File: src/rtl/i2c_sw_pkg.sv
package i2c_sw_pkg;
  localparam int unsigned NUM_PAIRS    = 4;
  localparam int unsigned SW_W         = 2 * NUM_PAIRS;
  localparam int unsigned BYTE_W       = 8;
  localparam int unsigned TGT_W        = $clog2(NUM_PAIRS + 1);
  localparam int unsigned GPO_TGT      = NUM_PAIRS;
  // command field positions
  localparam int unsigned SEL_A_BIT    = 4;
  localparam int unsigned SEL_B_BIT    = 5;
  localparam int unsigned CTL_LOAD_BIT = 0;
  localparam int unsigned CTL_CLRN_BIT = 1;
  localparam int unsigned GPO_STAT_BIT = 3;

  typedef enum logic [2:0] {
    ST_IDLE, ST_ADDR, ST_ACK_A, ST_WR, ST_ACK_W, ST_RD, ST_MACK, ST_WAIT
  } slv_state_e;
endpackage

File: src/rtl/i2c_sw_sync.sv
module i2c_sw_sync #(
  parameter int unsigned SYNC_STAGES = 2
) (
  input  logic clk_i,
  input  logic rst_ni,
  input  logic scl_i,
  input  logic sda_i,
  output logic sda_o,
  output logic scl_rise_o,
  output logic scl_fall_o,
  output logic start_o,
  output logic stop_o
);
  logic [SYNC_STAGES-1:0] scl_ff, sda_ff;
  logic scl_q, sda_q;
  logic scl_s, sda_s;

  assign scl_s = scl_ff[SYNC_STAGES-1];
  assign sda_s = sda_ff[SYNC_STAGES-1];

  always_ff @(posedge clk_i or negedge rst_ni) begin
    if (!rst_ni) begin
      scl_ff <= '1;
      sda_ff <= '1;
      scl_q  <= 1'b1;
      sda_q  <= 1'b1;
    end else begin
      scl_ff <= {scl_ff[SYNC_STAGES-2:0], scl_i};
      sda_ff <= {sda_ff[SYNC_STAGES-2:0], sda_i};
      scl_q  <= scl_s;
      sda_q  <= sda_s;
    end
  end

  assign sda_o      = sda_s;
  assign scl_rise_o = scl_s & ~scl_q;
  assign scl_fall_o = ~scl_s & scl_q;
  // SDA edge while SCL stays high
  assign start_o    = scl_s & scl_q & sda_q & ~sda_s;
  assign stop_o     = scl_s & scl_q & ~sda_q & sda_s;
endmodule

File: src/rtl/i2c_sw_slave.sv
module i2c_sw_slave
  import i2c_sw_pkg::*;
#(
  parameter logic [3:0]  ADDR_HI = 4'b1010,
  parameter int unsigned STRAP_W = 3
) (
  input  logic               clk_i,
  input  logic               rst_ni,
  input  logic               sda_i,
  input  logic               scl_rise_i,
  input  logic               scl_fall_i,
  input  logic               start_i,
  input  logic               stop_i,
  input  logic [STRAP_W-1:0] strap_i,
  input  logic [BYTE_W-1:0]  stat_hi_i,
  input  logic [BYTE_W-1:0]  stat_lo_i,
  output logic               sda_oe_o,
  output logic               cmd_vld_o,
  output logic [TGT_W-1:0]   cmd_tgt_o,
  output logic               cmd_a_o,
  output logic               cmd_b_o,
  output logic               cmd_load_o,
  output logic               cmd_clrn_o
);
  localparam int unsigned CNT_W = $clog2(BYTE_W + 1);
  localparam logic [CNT_W-1:0] CNT_FULL = CNT_W'(BYTE_W);

  slv_state_e        state_q;
  logic [CNT_W-1:0]  bit_cnt_q;
  logic [BYTE_W-1:0] shreg_q;
  logic [BYTE_W-2:0] txreg_q;
  logic              rw_q, mack_q, oe_q, vld_q;
  logic [1:0]        wr_idx_q, rd_idx_q;
  logic [TGT_W-1:0]  tgt_q;
  logic              a_q, b_q, load_q, clrn_q;
  logic [BYTE_W-1:0] next_tx;

  assign next_tx = (rd_idx_q == 2'd1) ? stat_lo_i : '0;

  always_ff @(posedge clk_i or negedge rst_ni) begin
    if (!rst_ni) begin
      state_q   <= ST_IDLE;
      bit_cnt_q <= '0;
      shreg_q   <= '0;
      txreg_q   <= '0;
      rw_q      <= 1'b0;
      mack_q    <= 1'b0;
      oe_q      <= 1'b0;
      vld_q     <= 1'b0;
      wr_idx_q  <= '0;
      rd_idx_q  <= '0;
      tgt_q     <= '0;
      a_q       <= 1'b0;
      b_q       <= 1'b0;
      load_q    <= 1'b0;
      clrn_q    <= 1'b1;
    end else begin
      vld_q <= 1'b0;
      if (start_i) begin
        state_q   <= ST_ADDR;
        bit_cnt_q <= '0;
        oe_q      <= 1'b0;
        wr_idx_q  <= '0;
        rd_idx_q  <= '0;
      end else if (stop_i) begin
        state_q <= ST_IDLE;
        oe_q    <= 1'b0;
      end else begin
        unique case (state_q)
          ST_ADDR, ST_WR: begin
            if (scl_rise_i && bit_cnt_q != CNT_FULL) begin
              shreg_q   <= {shreg_q[BYTE_W-2:0], sda_i};
              bit_cnt_q <= bit_cnt_q + 1'b1;
            end else if (scl_fall_i && bit_cnt_q == CNT_FULL) begin
              bit_cnt_q <= '0;
              if (state_q == ST_ADDR) begin
                if (shreg_q[BYTE_W-1:1] == {ADDR_HI, strap_i}) begin
                  oe_q    <= 1'b1;
                  rw_q    <= shreg_q[0];
                  state_q <= ST_ACK_A;
                end else begin
                  state_q <= ST_WAIT;
                end
              end else if (wr_idx_q == 2'd0) begin
                tgt_q    <= shreg_q[TGT_W-1:0];
                a_q      <= shreg_q[SEL_A_BIT];
                b_q      <= shreg_q[SEL_B_BIT];
                wr_idx_q <= 2'd1;
                oe_q     <= 1'b1;
                state_q  <= ST_ACK_W;
              end else if (wr_idx_q == 2'd1) begin
                load_q   <= shreg_q[CTL_LOAD_BIT];
                clrn_q   <= shreg_q[CTL_CLRN_BIT];
                vld_q    <= 1'b1;
                wr_idx_q <= 2'd2;
                oe_q     <= 1'b1;
                state_q  <= ST_ACK_W;
              end else begin
                state_q <= ST_WAIT;
              end
            end
          end
          ST_ACK_A: if (scl_fall_i) begin
            bit_cnt_q <= '0;
            if (rw_q) begin
              txreg_q  <= stat_hi_i[BYTE_W-2:0];
              oe_q     <= ~stat_hi_i[BYTE_W-1];
              rd_idx_q <= 2'd1;
              state_q  <= ST_RD;
            end else begin
              oe_q    <= 1'b0;
              state_q <= ST_WR;
            end
          end
          ST_ACK_W: if (scl_fall_i) begin
            oe_q    <= 1'b0;
            state_q <= ST_WR;
          end
          ST_RD: begin
            if (scl_rise_i) begin
              bit_cnt_q <= bit_cnt_q + 1'b1;
            end else if (scl_fall_i) begin
              if (bit_cnt_q == CNT_FULL) begin
                oe_q      <= 1'b0;
                bit_cnt_q <= '0;
                state_q   <= ST_MACK;
              end else begin
                oe_q    <= ~txreg_q[BYTE_W-2];
                txreg_q <= {txreg_q[BYTE_W-3:0], 1'b0};
              end
            end
          end
          ST_MACK: begin
            if (scl_rise_i) begin
              mack_q <= ~sda_i;
            end else if (scl_fall_i) begin
              if (mack_q) begin
                txreg_q  <= next_tx[BYTE_W-2:0];
                oe_q     <= ~next_tx[BYTE_W-1];
                rd_idx_q <= 2'd2;
                state_q  <= ST_RD;
              end else begin
                state_q <= ST_WAIT;
              end
            end
          end
          default: ;
        endcase
      end
    end
  end

  assign sda_oe_o   = oe_q;
  assign cmd_vld_o  = vld_q;
  assign cmd_tgt_o  = tgt_q;
  assign cmd_a_o    = a_q;
  assign cmd_b_o    = b_q;
  assign cmd_load_o = load_q;
  assign cmd_clrn_o = clrn_q;
endmodule

File: src/rtl/i2c_sw_regs.sv
module i2c_sw_regs
  import i2c_sw_pkg::*;
(
  input  logic             clk_i,
  input  logic             rst_ni,
  input  logic             cmd_vld_i,
  input  logic [TGT_W-1:0] cmd_tgt_i,
  input  logic             cmd_a_i,
  input  logic             cmd_b_i,
  input  logic             cmd_load_i,
  input  logic             cmd_clrn_i,
  output logic [SW_W-1:0]  sw_en_o,
  output logic             gpo_o
);
  logic [SW_W-1:0] stage_sw_q, live_sw_q;
  logic            stage_gpo_q, live_gpo_q;
  wire  [SW_W-1:0] stage_sw_nxt;
  wire             stage_gpo_nxt;

  // pair p: A enable at SW_W-1-2p, B enable just below
  for (genvar p = 0; p < NUM_PAIRS; p++) begin : g_pair
    localparam int unsigned IA = SW_W - 1 - 2 * p;
    localparam int unsigned IB = SW_W - 2 - 2 * p;
    assign stage_sw_nxt[IA] = (cmd_tgt_i == TGT_W'(p)) ? cmd_a_i : stage_sw_q[IA];
    assign stage_sw_nxt[IB] = (cmd_tgt_i == TGT_W'(p)) ? cmd_b_i : stage_sw_q[IB];
  end
  assign stage_gpo_nxt = (cmd_tgt_i == TGT_W'(GPO_TGT)) ? cmd_a_i : stage_gpo_q;

  always_ff @(posedge clk_i or negedge rst_ni) begin
    if (!rst_ni) begin
      stage_sw_q  <= '0;
      live_sw_q   <= '0;
      stage_gpo_q <= 1'b0;
      live_gpo_q  <= 1'b0;
    end else if (cmd_vld_i) begin
      if (!cmd_clrn_i) begin
        stage_sw_q  <= '0;
        live_sw_q   <= '0;
        stage_gpo_q <= 1'b0;
        live_gpo_q  <= 1'b0;
      end else begin
        stage_sw_q  <= stage_sw_nxt;
        stage_gpo_q <= stage_gpo_nxt;
        if (cmd_load_i) begin
          live_sw_q  <= stage_sw_nxt;
          live_gpo_q <= stage_gpo_nxt;
        end
      end
    end
  end

  assign sw_en_o = live_sw_q;
  assign gpo_o   = live_gpo_q;
endmodule

File: src/rtl/i2c_sw_ctrl.sv
module i2c_sw_ctrl
  import i2c_sw_pkg::*;
#(
  parameter logic [3:0]  ADDR_HI     = 4'b1010,
  parameter int unsigned SYNC_STAGES = 2
) (
  input  logic            clk_i,
  input  logic            rst_ni,
  input  logic            scl_i,
  input  logic            sda_i,
  input  logic [2:0]      addr_strap_i,
  output logic            sda_oe_o,
  output logic [SW_W-1:0] sw_en_o,
  output logic            gpo_o
);
  logic              sda_w, rise_w, fall_w, start_w, stop_w;
  logic              cmd_vld_w, cmd_a_w, cmd_b_w, cmd_load_w, cmd_clrn_w;
  logic [TGT_W-1:0]  cmd_tgt_w;
  logic [BYTE_W-1:0] stat_lo_w;

  always_comb begin
    stat_lo_w = '0;
    stat_lo_w[GPO_STAT_BIT] = gpo_o;
  end

  i2c_sw_sync #(.SYNC_STAGES(SYNC_STAGES)) u_sync (
    .clk_i, .rst_ni, .scl_i, .sda_i,
    .sda_o(sda_w), .scl_rise_o(rise_w), .scl_fall_o(fall_w),
    .start_o(start_w), .stop_o(stop_w)
  );

  i2c_sw_slave #(.ADDR_HI(ADDR_HI), .STRAP_W(3)) u_slave (
    .clk_i, .rst_ni,
    .sda_i(sda_w), .scl_rise_i(rise_w), .scl_fall_i(fall_w),
    .start_i(start_w), .stop_i(stop_w), .strap_i(addr_strap_i),
    .stat_hi_i(sw_en_o), .stat_lo_i(stat_lo_w),
    .sda_oe_o,
    .cmd_vld_o(cmd_vld_w), .cmd_tgt_o(cmd_tgt_w), .cmd_a_o(cmd_a_w),
    .cmd_b_o(cmd_b_w), .cmd_load_o(cmd_load_w), .cmd_clrn_o(cmd_clrn_w)
  );

  i2c_sw_regs u_regs (
    .clk_i, .rst_ni,
    .cmd_vld_i(cmd_vld_w), .cmd_tgt_i(cmd_tgt_w), .cmd_a_i(cmd_a_w),
    .cmd_b_i(cmd_b_w), .cmd_load_i(cmd_load_w), .cmd_clrn_i(cmd_clrn_w),
    .sw_en_o, .gpo_o
  );
endmodule

File: config.mk
export PLATFORM = sky130hd
export DESIGN_NAME = i2c_sw_ctrl
export DESIGN_NICKNAME = d
export VERILOG_FILES = /design/src/rtl/i2c_sw_pkg.sv /design/src/rtl/i2c_sw_sync.sv /design/src/rtl/i2c_sw_slave.sv /design/src/rtl/i2c_sw_regs.sv /design/src/rtl/i2c_sw_ctrl.sv
export SDC_FILE = /design/constraint.sdc
export NUM_CORES = 1
export LEC_CHECK = 0
export BUFFER_PORTS_ARGS = -buffer_cell sky130_fd_sc_hd__buf_2
export CAP_MARGIN = 20
export CORE_AREA = 2 2 73 75
export CTS_CLUSTER_DIAMETER = 100
export DETAILED_ROUTE_END_ITERATION = 10
export DIE_AREA = 0 0 75 77
export PLACE_DENSITY = 0.79
export SLEW_MARGIN = 25
export SYNTH_ARGS = -nofsm -noshare
export SYNTH_HDL_FRONTEND = slang
export SYNTH_SLANG_ARGS = --single-unit
File: constraint.sdc
create_clock -name clk_i -period 5.6 [get_ports clk_i]
set_input_delay 0 -clock clk_i [delete_from_list [all_inputs] [get_ports clk_i]]
set_output_delay 0 -clock clk_i [all_outputs]
set_load 0.005 [all_outputs]
Word level (Yosys, flattened, before mapping)
Cells that the tools add are included.
- flip-flop bits (word level): 61
- latch bits: 0
- RAM bits: 0
- bits in read-only memories: 0
- input bits: 7
- output and inout port bits: 10
- word-level logic and storage cells: 208
- memories: 0
- $add $sub $neg: 1
- $mul: 0
- divide/modulo/power cells: 0
- $lt $le $gt $ge: 0
- equality and inequality tests: 47
- shifts and indexed selects: 0
- mux-type cells: 94
- bitwise logic cells: 19
- reductions and logical operators: 24
- operators with widths (kind ; number):
    2-to-1 mux 7 bit ; 8
    2-to-1 mux 3 bit ; 15
    2-to-1 mux 1 bit ; 37
    2-to-1 mux 4 bit ; 9
    2-to-1 mux 2 bit ; 17
    inequality test 4 x 3 -> 1 bit (second input constant) ; 7
    2-to-1 mux 8 bit ; 3
    case mux 7 bit (3 select lines) ; 1
    AND reduction 7 bit ; 3
    inequality test 4 bit (second input constant) ; 4
    case mux 3 bit (5 select lines) ; 1
    == test 3 x 2 -> 1 bit (second input constant) ; 4
    == test 3 bit (second input constant) ; 4
    inequality test 2 x 1 -> 1 bit (second input constant) ; 6
    inequality test 2 bit (second input constant) ; 6
    inequality test 3 x 2 -> 1 bit (second input constant) ; 4
    inequality test 4 x 2 -> 1 bit (second input constant) ; 3
    case mux 4 bit (3 select lines) ; 1
    AND reduction 12 bit ; 1
    AND reduction 6 bit ; 2
    inverter 1 bit ; 11
    AND reduction 11 bit ; 1
    AND reduction 10 bit ; 1
    nonzero test 3 bit ; 3
    other kinds (22) ; 33

Logic depth before layout (Yosys ltp)
Gate-level depths: netlist (run 1).
- depth in word-level cells: 9
- gate-level depth with buffers: 8
- gate-level depth less buffers: 7

By module
Synthesis (run 1) repeated with hierarchy kept, for this count alone.
- cells, all modules: 276
- area total of the unflattened synthesis: 3133.0 µm²
- by module, submodules not included (module ; instances ; cells each ; area each (µm²) ; seq. area each (µm²)):
    i2c_sw_slave ; 1 ; 194 ; 2048.2 ; 927.1
    i2c_sw_regs ; 1 ; 71 ; 890.9 ; 450.4
    i2c_sw_sync ; 1 ; 10 ; 190.2 ; 157.7
    i2c_sw_ctrl ; 1 ; 1 ; 3.8 ; 0.0

Worst setup path after synthesis (run 1)
Ideal clock, no wire load.
- path kind: flip-flop to flip-flop
- from: reg u_slave.bit_cnt_q[0]
- to: reg u_slave.a_q (netlist: u_slave.cmd_a_o)
- setup time: 125 ps
- data arrival time: 1845 ps
- data required time: 5475 ps
- setup slack: 3631 ps
- cell stages (with the launch flop): 8
- path buffers: 1
- clock period less this slack: 1969 ps
- path through: dfrtp_1 inv_1 ha_1 and3b_1 clkbuf_1 nand3_1 nor4_4 mux2_2
- longest elaborated chain between the ends: 4
- elaborated cells between the ends (all ways): 6
- those cells by class: eq/ne: 2; bitwise: 1; reduce/logical: 3
- RTL lines (element ; line ; text):
    start, declared ; i2c_sw_slave.sv:29 ; logic [CNT_W-1:0] bit_cnt_q;
    start signal, assigned ; i2c_sw_slave.sv:73 ; bit_cnt_q <= bit_cnt_q + 1'b1;
    start signal, assigned ; i2c_sw_slave.sv:121 ; bit_cnt_q <= bit_cnt_q + 1'b1;
    inequality test 4 bit ; i2c_sw_slave.sv:71 ; if (scl_rise_i && bit_cnt_q != CNT_FULL) begin
    logical AND 1 bit ; i2c_sw_slave.sv:71 ;
    inverter 1 bit (no line) ; -- ;
    AND reduction 7 bit (no line) (*) ; -- ;
    end signal, assigned ; i2c_sw_slave.sv:86 ; a_q <= shreg_q[SEL_A_BIT];
    end, declared ; i2c_sw_slave.sv:35 ; logic a_q, b_q, load_q, clrn_q;
Mark *: on every way between the ends. The rest lies on a longest branch, timed or not.
A chain may end at the register's enable or synchronous reset.

Final worst setup path (run 1)
- from: reg u_slave.state_q[2]
- to: reg u_slave.tgt_q[0] (netlist: u_slave.cmd_tgt_o[0])
- longest elaborated chain between the ends: 3
- elaborated cells between the ends (all ways): 5
- those cells by class: eq/ne: 2; bitwise: 1; reduce/logical: 2
- RTL lines (element ; line ; text):
    start, declared ; i2c_sw_slave.sv:28 ; slv_state_e state_q;
    start signal, assigned ; i2c_sw_slave.sv:42 ; state_q <= ST_IDLE;
    start signal, assigned ; i2c_sw_slave.sv:60 ; state_q <= ST_ADDR;
    start signal, assigned ; i2c_sw_slave.sv:66 ; state_q <= ST_IDLE;
    == test 3 x 2 -> 1 bit / == test 3 x 1 -> 1 bit (equally long branches) ; i2c_sw_slave.sv:69, i2c_sw_slave.sv:76 ;
    OR reduction 2 bit / inverter 1 bit (equally long branches) ; -- ;
    AND reduction 7 bit (no line) (*) ; -- ;
    end signal, assigned ; i2c_sw_slave.sv:85 ; tgt_q <= shreg_q[TGT_W-1:0];
    end, declared ; i2c_sw_slave.sv:34 ; logic [TGT_W-1:0] tgt_q;
Marks and branches as above.

==> metrics, run 1 <==
sequential share of power=42.5%; maximum count of clock buffers along a single path=2; global-route usage over all layers=about a quarter; max-slew violation count=0; port buffer count=16; CP delay by family, top=simple AND/OR/NAND/NOR gates; most frequent standard cell in the layout excluding fill and tap cells=sky130_fd_sc_hd__dfrtp_1; die height=between 70 and 80 um; mean post-synth cell area=roughly 10 sq um; main flop type after synthesis=sky130_fd_sc_hd__dfrtp_1; Pwr Density=between 300 and 400 mW/mm^2; P_sw=0.4539 mW; Clk Latency, worst-skew pair=around 0.33 ns; leakage power=approximately 1.6 nW; vias per cell=about 6; CTS tree=built; post-detailed-route DRC marker count=0; setup repair after global routing missed its margin=no; final routed wirelength across all metal layers=approximately 6.5 mm; Post-Layout Inst Area=roughly 0.0035 sq mm; series of cell instances along the critical path=nand2b_1 -> a21oi_1 -> nand3_1 -> nor4_4 -> mux2_2; fraction of layout instances using a drive strength above 1=21.26%; post-route minimum period=between 2 and 2.5 ns; routability cong.=~0.94; Min-Delay Path Depth=2; clock tree root buffer cell=sky130_fd_sc_hd__clkbuf_8; start point of the worst hold path=sda_i; slowest stage cell on the critical path=sky130_fd_sc_hd__dfrtp_1; final setup violation count=0; signal arrival time at the worst endpoint=between 2 and 3 ns; Reg2Reg Setup Slack=3.23 ns; post-synthesis cell area=about 0.0032 sq mm; ports placed on the boundary=17; critical path required time=5.82 ns; relative contribution of the clock network to total power=a little under a third; delay of the slowest critical-path stage=around 0.60 ns; async set-reset flop share out of synthesis=100.0%; critical path peak fanout=22; maximum VDD drop=about 330 uV; Reg2Reg Depth=5; number of global-route vias before repair=2,415; count of warnings emitted by yosys=0; residual overflow from global routing=0; placed standard-cell area=about 0.0033 sq mm; total inserted antenna cells=0; distinct cell type count of the synthesized netlist=55; period utilisation layout=between 40% and 50%; count of vias placed by the detailed router=between 2k and 2.5k; start point of the critical path=u_slave.state_q[2]$_DFFE_PN0P_; fraction of power spent switching nets=between 30% and 40%; run status=finished, final reports clean; class of the tightest hold or removal check=in2reg; Total Negative Setup Slacks=0 ns; max-cap violations=0; proportion of synthesized chip area in sequential cells=between 40% and 50%; critical setup path kind=reg2reg; internal power=about 0.92 mW; Total Die Area=around 0.0058 sq mm; Hold EP=u_sync.sda_ff[0]$_DFF_PN1_; synthesized flop and latch total=61; worst hold margin=between 0.3 and 0.4 ns; largest net degree at the start of global routing=62; Gate power share=25.7%; clk sinks=61; HPWL reported at the end of detailed placement=approximately 4.5 mm; final-stage net count=approximately 340; CP Buf/Inv Count=0; Clock H-tree levels=3; antenna violations before repair=0; clock slew at the register clock pins of the worst setup and hold paths=about 0.070 ns; end of the worst register-to-register path=u_slave.cmd_tgt_o[0]$_DFFE_PN0P_; reg2reg start=u_slave.state_q[2]$_DFFE_PN0P_; actual transition at the worst max-transition pin=approximately 0.74 ns; commonest cells after routing, fill and taps aside=54 x sky130_fd_sc_hd__dfrtp_1, 25 x sky130_fd_sc_hd__nand2_1, 23 x sky130_fd_sc_hd__mux2_2; WL per Instance=between 15 and 20 um; starting density of the core=between 60% and 70%; number of instances in the synthesized netlist=about 310; highest achievable clock rate=0.4215 GHz; CTS buffer count=9; Critical Path Start Type=register; post-cts gate resize count=0; horizontal die dimension=about 75 um; row count=26; wire length of the first global-routing pass=11.27 mm; post-layout instance count excluding filler cells=roughly 400; Mapped Nets=roughly 320; DRT Pass-1 Iters=4; Area growth, synth to finish=11.45%; Core Region=0.004977 sq mm; slew margin rel.=between 50% and 60%; initial DRC count=about 270; placed cell count=around 390; EDFF count, synth=0; Worst Setup End Kind=register; post-layout power=approximately 1.4 mW; Routed Antenna Nets=0; final setup skew=around 0.012 ns; final-report hold violation count=0
==> state kept, by name, indices dropped and copies added (netlist names), 2 cells and up <==
name and flops:
u_sync.scl_ff 2, u_slave.state_q 3, u_regs.stage_sw_q 8, u_slave.shreg_q 8, u_regs.sw_en_o 8, u_slave.rd_idx_q 2
u_slave.bit_cnt_q 4, u_slave.wr_idx_q 2, u_slave.txreg_q 7, u_sync.sda_ff 2, u_slave.cmd_tgt_o 3
==> worst reg2reg max path, delay by kind of cell, from the launching register on <==
| family | cells | cell delay, ns |
|---|---|---|
| AOI/OAI and AO/OA | 1 | 0.27 |
| DFF | 1 | 0.60 |
| muxes | 1 | 0.38 |
| and+or+nand+nor | 3 | 1.01 |
==> layer usage <==
| layer | vias up | track usage, % | wire length, um |
|---|---|---|---|
| li1 | 1165 | - | - |
| met1 | 1191 | 35.03 | 2989 |
| met2 | 67 | 39.56 | 3086 |
| met3 | 10 | 5.650 | 278 |
| met4 | 0 | 8.393 | 112 |
| met5 | - | 0 | 0 |
==> power by group through the flow <==
stage                     logic (mW)  clock network (mW)  registers (mW)
after detailed placement       0.348                   0           0.590
after global routing           0.398               0.467           0.596
after global placement         0.343                   0           0.586
after CTS                      0.351               0.445           0.582
after floorplan                0.324                   0           0.535
final                          0.354               0.436           0.584
==> final cells by class <==
type,count,area [sq um]
fill,367,1433
clock buffer,10,137.6
clock inverter,6,86.33
inverter,20,75.07
tap,70,87.58
sequential,61,1535
timing repair buffer,20,117.6
multi-input combinational,217,1505
==> Yosys cell counts, types with 5 or more instances <==
| library cell | count | area, sq um |
|---|---|---|
| sky130_fd_sc_hd__nand3b_1 | 5 | 37.54 |
| sky130_fd_sc_hd__nand2_1 | 25 | 93.84 |
| sky130_fd_sc_hd__clkbuf_1 | 8 | 30.03 |
| sky130_fd_sc_hd__nand3_1 | 9 | 45.04 |
| sky130_fd_sc_hd__inv_1 | 20 | 75.07 |
| sky130_fd_sc_hd__a22o_1 | 8 | 70.07 |
| sky130_fd_sc_hd__nor2b_1 | 6 | 37.54 |
| sky130_fd_sc_hd__dfstp_2 | 7 | 183.9 |
| sky130_fd_sc_hd__o21ai_0 | 15 | 75.07 |
| sky130_fd_sc_hd__o22ai_1 | 8 | 50.05 |
| sky130_fd_sc_hd__ha_1 | 5 | 62.56 |
| sky130_fd_sc_hd__mux2i_1 | 9 | 90.09 |
| sky130_fd_sc_hd__nor2_1 | 20 | 75.07 |
| sky130_fd_sc_hd__mux2_2 | 23 | 259.0 |
| sky130_fd_sc_hd__dfrtp_1 | 54 | 1351 |
| sky130_fd_sc_hd__a21oi_1 | 19 | 95.09 |
==> cells by family (layout without fill, tap and decap cells) <==
| logic type | count (synthesis) | after routing | synth area share (%) |
|---|---|---|---|
| xor gates and xnor gates | 4 | 4 | 1.102 |
| AOI/OAI and AO/OA | 80 | 80 | 16.56 |
| DFF | 61 | 61 | 48.27 |
| muxes | 33 | 33 | 11.33 |
| and+or+nand+nor | 95 | 95 | 16.37 |
| buffers and inverters | 34 | 56 | 4.406 |
| adders and majority gates | 5 | 5 | 1.967 |
==> timing repair <==
item | in CTS | in global routing
hold buffers | 3 | 0
endpoints found under the hold margin | 56 | 0
setup buffers | 0 | 0
==> per-stage QoR <==
stage / util [%] / setup slack, ns
3_3_place_gp: 66.11 / 3.197
6_report: 71.22 / 3.227
2_1_floorplan: - / 3.631
4_1_cts: 71.22 / 3.262
5_1_grt: 71.22 / 3.137
3_5_place_dp: 66.11 / 3.273
==> how the worst max path moves through the flow <==
stage / end / depth (start not counted)
after floorplan: u_slave.cmd_a_o$_DFFE_PN0P_ / 7
after global placement: u_slave.cmd_tgt_o[2]$_DFFE_PN0P_ / 5
after detailed placement: u_slave.cmd_tgt_o[2]$_DFFE_PN0P_ / 5
after CTS: u_slave.cmd_tgt_o[2]$_DFFE_PN0P_ / 5
after global routing: u_slave.cmd_tgt_o[0]$_DFFE_PN0P_ / 5
final: u_slave.cmd_tgt_o[0]$_DFFE_PN0P_ / 5
(Power assumes the default switching activity.)
==> inputs of run 2 (changes only) <==
Settings changed: CORE_AREA 2 2 73 75 to 2 2 76 78, DIE_AREA 0 0 75 77 to 0 0 78 80, PLACE_DENSITY 0.79 to 0.73.
Clock period 5.6 ns to 2.3 ns, I/O delays scaled along.
==> run 2 against run 1 <==
Effect of this change:
- total power up 130%
- combinational power rose to 2.7 times the previous value
- flip-flop and latch count unchanged
- clock skew about the same
- critical path type unchanged
- fmax up 9.7%
- routed wire length up 1.7%
==> metrics, run 2 (synthesized netlist as in run 1, its figures left out) <==
Clock H-tree levels=3 (unchanged); Worst Setup End Kind=register (unchanged); Core Region=0.005405 sq mm (was 0.004977 sq mm); maximum count of clock buffers along a single path=2 (unchanged); leakage power=1.577 nW (was 1.570 nW); vias per cell=5.956 (was 6.022); worst slack, placed=0.1433 ns (was 3.273 ns); reg2reg start=u_slave.bit_cnt_q[0]$_DFFE_PN0P_ (was u_slave.state_q[2]$_DFFE_PN0P_); final-report hold violation count=0 (unchanged); most frequent standard cell in the layout excluding fill and tap cells=sky130_fd_sc_hd__dfrtp_1 (unchanged); Reg2Reg Depth=6 (was 5); worst hold margin=0.2570 ns (was 0.3136 ns); starting density of the core=58.84% (was 63.90%); slew margin rel.=50.09% (was 50.79%); row count=27 (was 26); CTS tree=built (unchanged); HPWL reported at the end of detailed placement=4.660 mm (was 4.454 mm); residual overflow from global routing=0 (unchanged); signal arrival time at the worst endpoint=2.39 ns (was 2.59 ns); horizontal die dimension=78 um (was 75 um); port buffer count=16 (unchanged); fraction of layout instances using a drive strength above 1=22.65% (was 21.26%); count of vias placed by the detailed router=2,454 (was 2,433); max-cap violations=0 (unchanged); Total Negative Setup Slacks=0 ns (unchanged); GRT busiest layer=met2 (unchanged); wire length of the first global-routing pass=11.29 mm (was 11.27 mm); number of global-route vias before repair=2,336 (was 2,415); final routed wirelength across all metal layers=6.578 mm (was 6.467 mm); highest achievable clock rate=0.4625 GHz (was 0.4215 GHz); filler instances=443 (was 367); clk sinks=61 (unchanged); DRT Pass-1 Iters=5 (was 4); critical setup path kind=reg2reg (unchanged); final worst setup slack=0.1380 ns (was 3.227 ns); final setup violation count=0 (unchanged); ports placed on the boundary=17 (unchanged); Total Die Area=0.006240 sq mm (was 0.005775 sq mm); maximum VDD drop=708.7 uV (was 330.5 uV); Critical Path Start Type=register (unchanged); combined area of the multi-input logic cells=0.001509 sq mm (was 0.001505 sq mm); commonest cells after routing, fill and taps aside=54 x sky130_fd_sc_hd__dfrtp_1, 25 x sky130_fd_sc_hd__nand2_1, 23 x sky130_fd_sc_hd__mux2_2 (unchanged); post-detailed-route DRC marker count=0 (unchanged); actual transition at the worst max-transition pin=0.7470 ns (was 0.7381 ns); Final Core Density=65.51% (was 71.22%); final-stage net count=347 (was 341); critical path required time=2.52 ns (was 5.82 ns); Area growth, synth to finish=11.33% (was 11.45%); routability cong.=0.9135 (was 0.9432); setup repair after global routing missed its margin=no (unchanged); clock slew at the register clock pins of the worst setup and hold paths=0.07 ns (about the same); met1 Track Usage GR=31.00% (was 35.03%); period utilisation layout=94.00% (was 42.37%); Reg2Reg Setup Slack=0.14 ns (was 3.23 ns); antenna violations before repair=0 (unchanged); largest net degree at the start of global routing=35 (was 62); final setup skew=0.01162 ns (was 0.01168 ns); initial DRC count=159 (was 268); CTS buffer count=9 (unchanged); total inserted antenna cells=0 (unchanged); class of the tightest hold or removal check=in2async (was in2reg); WL per Instance=15.97 um (was 16.01 um); Pwr Density=894.9 mW/mm^2 (was 387.6 mW/mm^2); Clk Latency, worst-skew pair=0.34 ns (was 0.33 ns); Routed Antenna Nets=0 (unchanged); clock tree root buffer cell=sky130_fd_sc_hd__clkbuf_8 (unchanged); die height=80 um (was 77 um); end of the worst register-to-register path=u_slave.cmd_tgt_o[0]$_DFFE_PN0P_ (unchanged); run status=finished, final reports clean (unchanged); post-route minimum period=2.162 ns (was 2.373 ns); post-CTS setup buffers=0 (unchanged); max-slew violation count=0 (unchanged); met2 global-route usage=37.50% (was 39.56%); global-route usage over all layers=23.49% (was 25.41%); Global Route met3 Usage=5.090% (was 5.650%); area taken by flip-flops and latches=0.001535 sq mm (unchanged); critical path peak fanout=7 (was 22)
## run 2: cell count changes in the layout (fill, tap and decap cells not counted), sizes merged
cell	before	now
clkbuf	10	11
buf	17	23
clkinv	3	4
bufinv	2	0
## run 2: power breakdown
group	switching, mW	internal [mW]
Sequential	0.170	1.21
Clock	0.428	0.413
Combinational	0.512	0.441
Total	1.11	2.06
## run 2: cell type report
cell class / count / share of cell area [%]
Clock inverter: 5 / 0.7774
Clock buffer: 11 / 3.993
Timing Repair Buffer: 26 / 4.594
Inverter: 20 / 2.120
Sequential cell: 61 / 43.36
Multi-Input combinational cell: 217 / 42.61
Tap cell: 72 / 2.544
## run 2: critical path, cell delays in order (launching register included)
cell and delay (ns):
sky130_fd_sc_hd__dfrtp_1 0.39, sky130_fd_sc_hd__inv_1 0.10, sky130_fd_sc_hd__ha_1 0.19, sky130_fd_sc_hd__and3b_1 0.33, sky130_fd_sc_hd__nand3_1 0.22, sky130_fd_sc_hd__nor4_4 0.43
sky130_fd_sc_hd__mux2_2 0.38
## run 2: how the worst max path moves through the flow
| stage | start | end | slack, ns | cells past startpoint |
|---|---|---|---|---|
| 2_1_floorplan | u_slave.bit_cnt_q[0]$_DFFE_PN0P_ | u_slave.cmd_a_o$_DFFE_PN0P_ | 0.33 | 7 |
| 3_3_place_gp | u_slave.bit_cnt_q[0]$_DFFE_PN0P_ | u_slave.cmd_tgt_o[1]$_DFFE_PN0P_ | 0.19 | 6 |
| 3_5_place_dp | u_slave.bit_cnt_q[0]$_DFFE_PN0P_ | u_slave.cmd_tgt_o[1]$_DFFE_PN0P_ | 0.14 | 6 |
| 4_1_cts | u_slave.bit_cnt_q[0]$_DFFE_PN0P_ | u_slave.cmd_tgt_o[0]$_DFFE_PN0P_ | 0.14 | 6 |
| 5_1_grt | u_slave.state_q[1]$_DFFE_PN0P_ | u_slave.txreg_q[3]$_DFFE_PN0P_ | 0.03 | 5 |
| 6_report | u_slave.bit_cnt_q[0]$_DFFE_PN0P_ | u_slave.cmd_tgt_o[0]$_DFFE_PN0P_ | 0.14 | 6 |
## run 2: timing repair
action                                 in CTS  in global routing
endpoints found under the hold margin      29                  0
resized for setup                           0                  2
hold buffers                                3                  0
setup endpoints to repair                   0                  2
## run 2: per-layer routing
metal	part of all wire (%)	wire length [um]
met1	47	3068
met3	4.6	305
met5	0	0
met4	1.8	116
met2	47	3088
## run 2: per-stage QoR
stage | std cells | instance area, sq um | total power, mW
3_5_place_dp | 393 | 3338 | 2.324
5_1_grt | 412 | 3541 | 3.371
6_report | 412 | 3541 | 3.169
2_1_floorplan | 312 | 3181 | 2.091
4_1_cts | 412 | 3537 | 3.172
3_3_place_gp | 393 | 3338 | 2.299
==> inputs of run 3 (changes only) <==
Settings changed: CORE_AREA 2 2 76 78 to 2 2 75 77, DIE_AREA 0 0 78 80 to 0 0 77 79, PLACE_DENSITY 0.73 to 0.74, SYNTH_HIERARCHICAL set to 1.
==> run 3 against run 2 <==
Effect of this change:
- clock skew decreased by 0.0018 ns
- final cell count fell by 4.6%
- total power down 1.5%
- routed wire length increased by 2.0%
- cell area rose by 1.9%
- utilization is 2.1 points higher
- non-clock buffer count grew 6
- critical path depth decreased by 1
- flip-flop and latch count stayed put
- via count fell by 3.5%
- global-route usage increased by 0.093 points
- area after synthesis is 1.5% lower
- critical endpoint is now u_slave/cmd_tgt_o[2]$_DFFE_PN0P_
==> metrics, run 3 <==
P_sw=1.033 mW (was 1.109 mW); final setup violation count=0 (unchanged); fraction of power spent switching nets=33.09% (was 35.00%); WL per Instance=17.08 um (was 15.97 um); vias per cell=6.028 (was 5.956); EDFF count, synth=0 (unchanged); number of instances in the synthesized netlist=276 (was 312); port buffer count=16 (unchanged); Total Negative Setup Slacks=0 ns (unchanged); fraction of layout instances using a drive strength above 1=27.73% (was 22.65%); start point of the critical path=u_sync/scl_q$_DFF_PN1_ (was u_slave.bit_cnt_q[0]$_DFFE_PN0P_); largest cells by area after synthesis=sky130_fd_sc_hd__dfrtp_1 43%, sky130_fd_sc_hd__mux2_2 8.3%, sky130_fd_sc_hd__dfstp_2 5.9% (was sky130_fd_sc_hd__dfrtp_1 42%, sky130_fd_sc_hd__mux2_2 8.1%, sky130_fd_sc_hd__dfstp_2 5.8%); filler instances=426 (was 443); count of warnings emitted by yosys=6 (was 0); placed cell count=374 (was 393); slew margin rel.=45.19% (was 50.09%); highest achievable clock rate=0.4601 GHz (was 0.4625 GHz); final routed wirelength across all metal layers=6.712 mm (was 6.578 mm); Clk Latency, worst-skew pair=0.34 ns (about the same); run status=finished, final reports clean (unchanged); maximum count of clock buffers along a single path=2 (unchanged); max-slew violation count=0 (unchanged); top cells by count, synth=54 x sky130_fd_sc_hd__dfrtp_1, 23 x sky130_fd_sc_hd__mux2_2, 13 x sky130_fd_sc_hd__o2bb2ai_1, 12 x sky130_fd_sc_hd__nor2_1 (was 54 x sky130_fd_sc_hd__dfrtp_1, 25 x sky130_fd_sc_hd__nand2_1, 23 x sky130_fd_sc_hd__mux2_2, 20 x sky130_fd_sc_hd__inv_1, 20 x sky130_fd_sc_hd__nor2_1); setup repair after global routing missed its margin=no (unchanged); Yosys top cell by area=sky130_fd_sc_hd__dfrtp_1 (unchanged); post-synthesis cell area=0.003133 sq mm (was 0.003181 sq mm); max-cap violations=0 (unchanged); commonest cells after routing, fill and taps aside=54 x sky130_fd_sc_hd__dfrtp_1, 23 x sky130_fd_sc_hd__mux2_2, 16 x sky130_fd_sc_hd__buf_2 (was 54 x sky130_fd_sc_hd__dfrtp_1, 25 x sky130_fd_sc_hd__nand2_1, 23 x sky130_fd_sc_hd__mux2_2); Core Region=0.005338 sq mm (was 0.005405 sq mm); routability cong.=0.8795 (was 0.9135); clock slew at the register clock pins of the worst setup and hold paths=0.07 ns (about the same); distinct cell type count of the synthesized netlist=54 (was 55); post-cts gate resize count=0 (unchanged); final setup skew=0.009779 ns (was 0.01162 ns); most frequent standard cell in the layout excluding fill and tap cells=sky130_fd_sc_hd__dfrtp_1 (unchanged); Worst Setup End Kind=register (unchanged); async set-reset flop share out of synthesis=100.0% (unchanged); maximum VDD drop=634.2 uV (was 708.7 uV); ports placed on the boundary=17 (unchanged); mean post-synth cell area=11.35 sq um (was 10.19 sq um); CTS buffer count=9 (unchanged); final-stage net count=325 (was 347); main flop type after synthesis=sky130_fd_sc_hd__dfrtp_1 (unchanged); sequential share of power=44.1% (was 43.4%); Gate power share=25.5% (was 30.1%); post-synth top area share=43.13% (was 42.49%); Pwr Density=865.3 mW/mm^2 (was 894.9 mW/mm^2); class of the tightest hold or removal check=in2reg (was in2async); internal power=2.089 mW (was 2.060 mW); HPWL reported at the end of detailed placement=4.805 mm (was 4.660 mm); Critical Path Start Type=register (unchanged); series of cell instances along the critical path=nor2b_1 -> nand4b_1 -> or4_4 -> nor3_4 -> mux2_2 (was inv_1 -> ha_1 -> and3b_1 -> nand3_1 -> nor4_4 -> mux2_2); most repeated cell in the gate-level netlist after synthesis=sky130_fd_sc_hd__dfrtp_1 (unchanged); Total Die Area=0.006083 sq mm (was 0.006240 sq mm); number of global-route vias before repair=2,269 (was 2,336); synthesized flop and latch total=61 (unchanged); starting density of the core=58.70% (was 58.84%); count of vias placed by the detailed router=2,369 (was 2,454); initial DRC count=131 (was 159); Clock H-tree levels=3 (unchanged); antenna violations before repair=0 (unchanged); relative contribution of the clock network to total power=30.4% (was 26.5%); residual overflow from global routing=0 (unchanged); clk sinks=61 (unchanged); Routed Antenna Nets=0 (unchanged); critical path required time=2.53 ns (was 2.52 ns); Area growth, synth to finish=15.18% (was 11.33%); critical setup path kind=reg2reg (unchanged); leakage power=1.674 nW (was 1.577 nW); actual transition at the worst max-transition pin=0.8203 ns (was 0.7470 ns); slowest stage cell on the critical path=sky130_fd_sc_hd__dfstp_2 (was sky130_fd_sc_hd__nor4_4); start point of the worst hold path=addr_strap_i[1]; post-detailed-route DRC marker count=0 (unchanged); reg2reg start=u_sync/scl_q$_DFF_PN1_ (was u_slave.bit_cnt_q[0]$_DFFE_PN0P_); period utilisation layout=94.49% (was 94.00%); proportion of synthesized chip area in sequential cells=49.00% (was 48.27%); wire length of the first global-routing pass=11.04 mm (was 11.29 mm); post-layout instance count excluding filler cells=393 (was 412); row count=27 (unchanged); total inserted antenna cells=0 (unchanged); final-report hold violation count=0 (unchanged); DRT Pass-1 Iters=4 (was 5); post-route minimum period=2.173 ns (was 2.162 ns); clock tree root buffer cell=sky130_fd_sc_hd__clkbuf_8 (unchanged); horizontal die dimension=77 um (was 78 um); delay of the slowest critical-path stage=0.54 ns (was 0.43 ns); global-route usage over all layers=23.58% (was 23.49%); critical path peak fanout=5 (was 7); largest net degree at the start of global routing=36 (was 35); die height=79 um (was 80 um); signal arrival time at the worst endpoint=2.40 ns (was 2.39 ns); CTS tree=built (unchanged)
## run 3: final cells by class
type                    count  area (sq um)  area share [%]
clock buffers              11         141.4           3.918
flip-flops and latches     61          1535           42.55
clock inverters             5         60.06           1.664
multi-input cells         200          1529           42.37
repair buffers             32         207.7           5.756
well taps                  72         90.09           2.497
inverters                  12         45.04           1.248
## run 3: cells by family (layout without fill, tap and decap cells)
logic type	after synthesis	after routing	synth area share, %
DFF	61	61	49.00
buffers and inverters	21	60	2.915
adders and majority gates	3	3	1.118
other	1	7	0.1197
muxes	34	34	11.78
xor gates and xnor gates	4	4	1.118
AOI/OAI and AO/OA	70	70	17.41
and+or+nand+nor	82	82	16.53
## run 3: layer usage
metal | vias to the layer above | share of wire, % | track usage [%]
met5 | - | 0 | 0
met4 | 0 | 2.0 | 10.36
met3 | 11 | 3.7 | 5.114
met2 | 58 | 48 | 39.39
met1 | 1181 | 46 | 29.79
li1 | 1119 | - | -
## run 3: metrics by stage
step                utilization (%)  total power, mW  hold slack, ns  instance area, sq um  setup slack (ns)
floorplan                         -            1.936         -0.2956                  3156            0.1126
detailed placement            63.27            2.175          0.1069                  3377           0.05819
global route                  67.60            3.306          0.2802                  3608           0.01505
global placement              63.27            2.154          0.1056                  3377            0.1372
finish                        67.60            3.122          0.2625                  3608            0.1267
CTS                           67.60            3.147          0.2499                  3608           0.06066
## run 3: path summary, 6_finish.rpt
check | end | slack, ns | depth (start not counted)
setup reg to reg | u_slave/cmd_tgt_o[2]$_DFFE_PN0P_ | 0.13 | 5
hold / removal | u_slave/rw_q$_DFFE_PN0P_ | 0.26 | 6
setup / recovery | u_slave/cmd_tgt_o[2]$_DFFE_PN0P_ | 0.13 | 5
min in group asynchronous | u_slave/txreg_q[3]$_DFFE_PN0P_ | 0.27 | 2
max in group asynchronous | u_sync/scl_ff[0]$_DFF_PN1_ | 1.26 | 3
hold reg to reg | u_sync/scl_ff[1]$_DFF_PN1_ | 0.36 | 0
## run 3: repair_timing
action / CTS / global route
endpoints found under the setup margin: 0 / 5
buffers inserted: 0 / 0
hold endpoints to repair: 33 / 0
hold buffers: 3 / 0
## run 3: worst max-delay path, delay by kind of cell (launching register included)
family,cells,cell delay [ns]
AND/OR/NAND/NOR,4,1.14
multiplexers,1,0.38
flip-flops,1,0.54
## run 3: power by group through the flow
stage | sequential, mW | clock, mW | combinational, mW
after floorplan | 1.32 | 0 | 0.612
after global placement | 1.39 | 0 | 0.766
after detailed placement | 1.39 | 0 | 0.781
after CTS | 1.37 | 0.983 | 0.789
after global routing | 1.40 | 1.02 | 0.881
final | 1.38 | 0.949 | 0.797
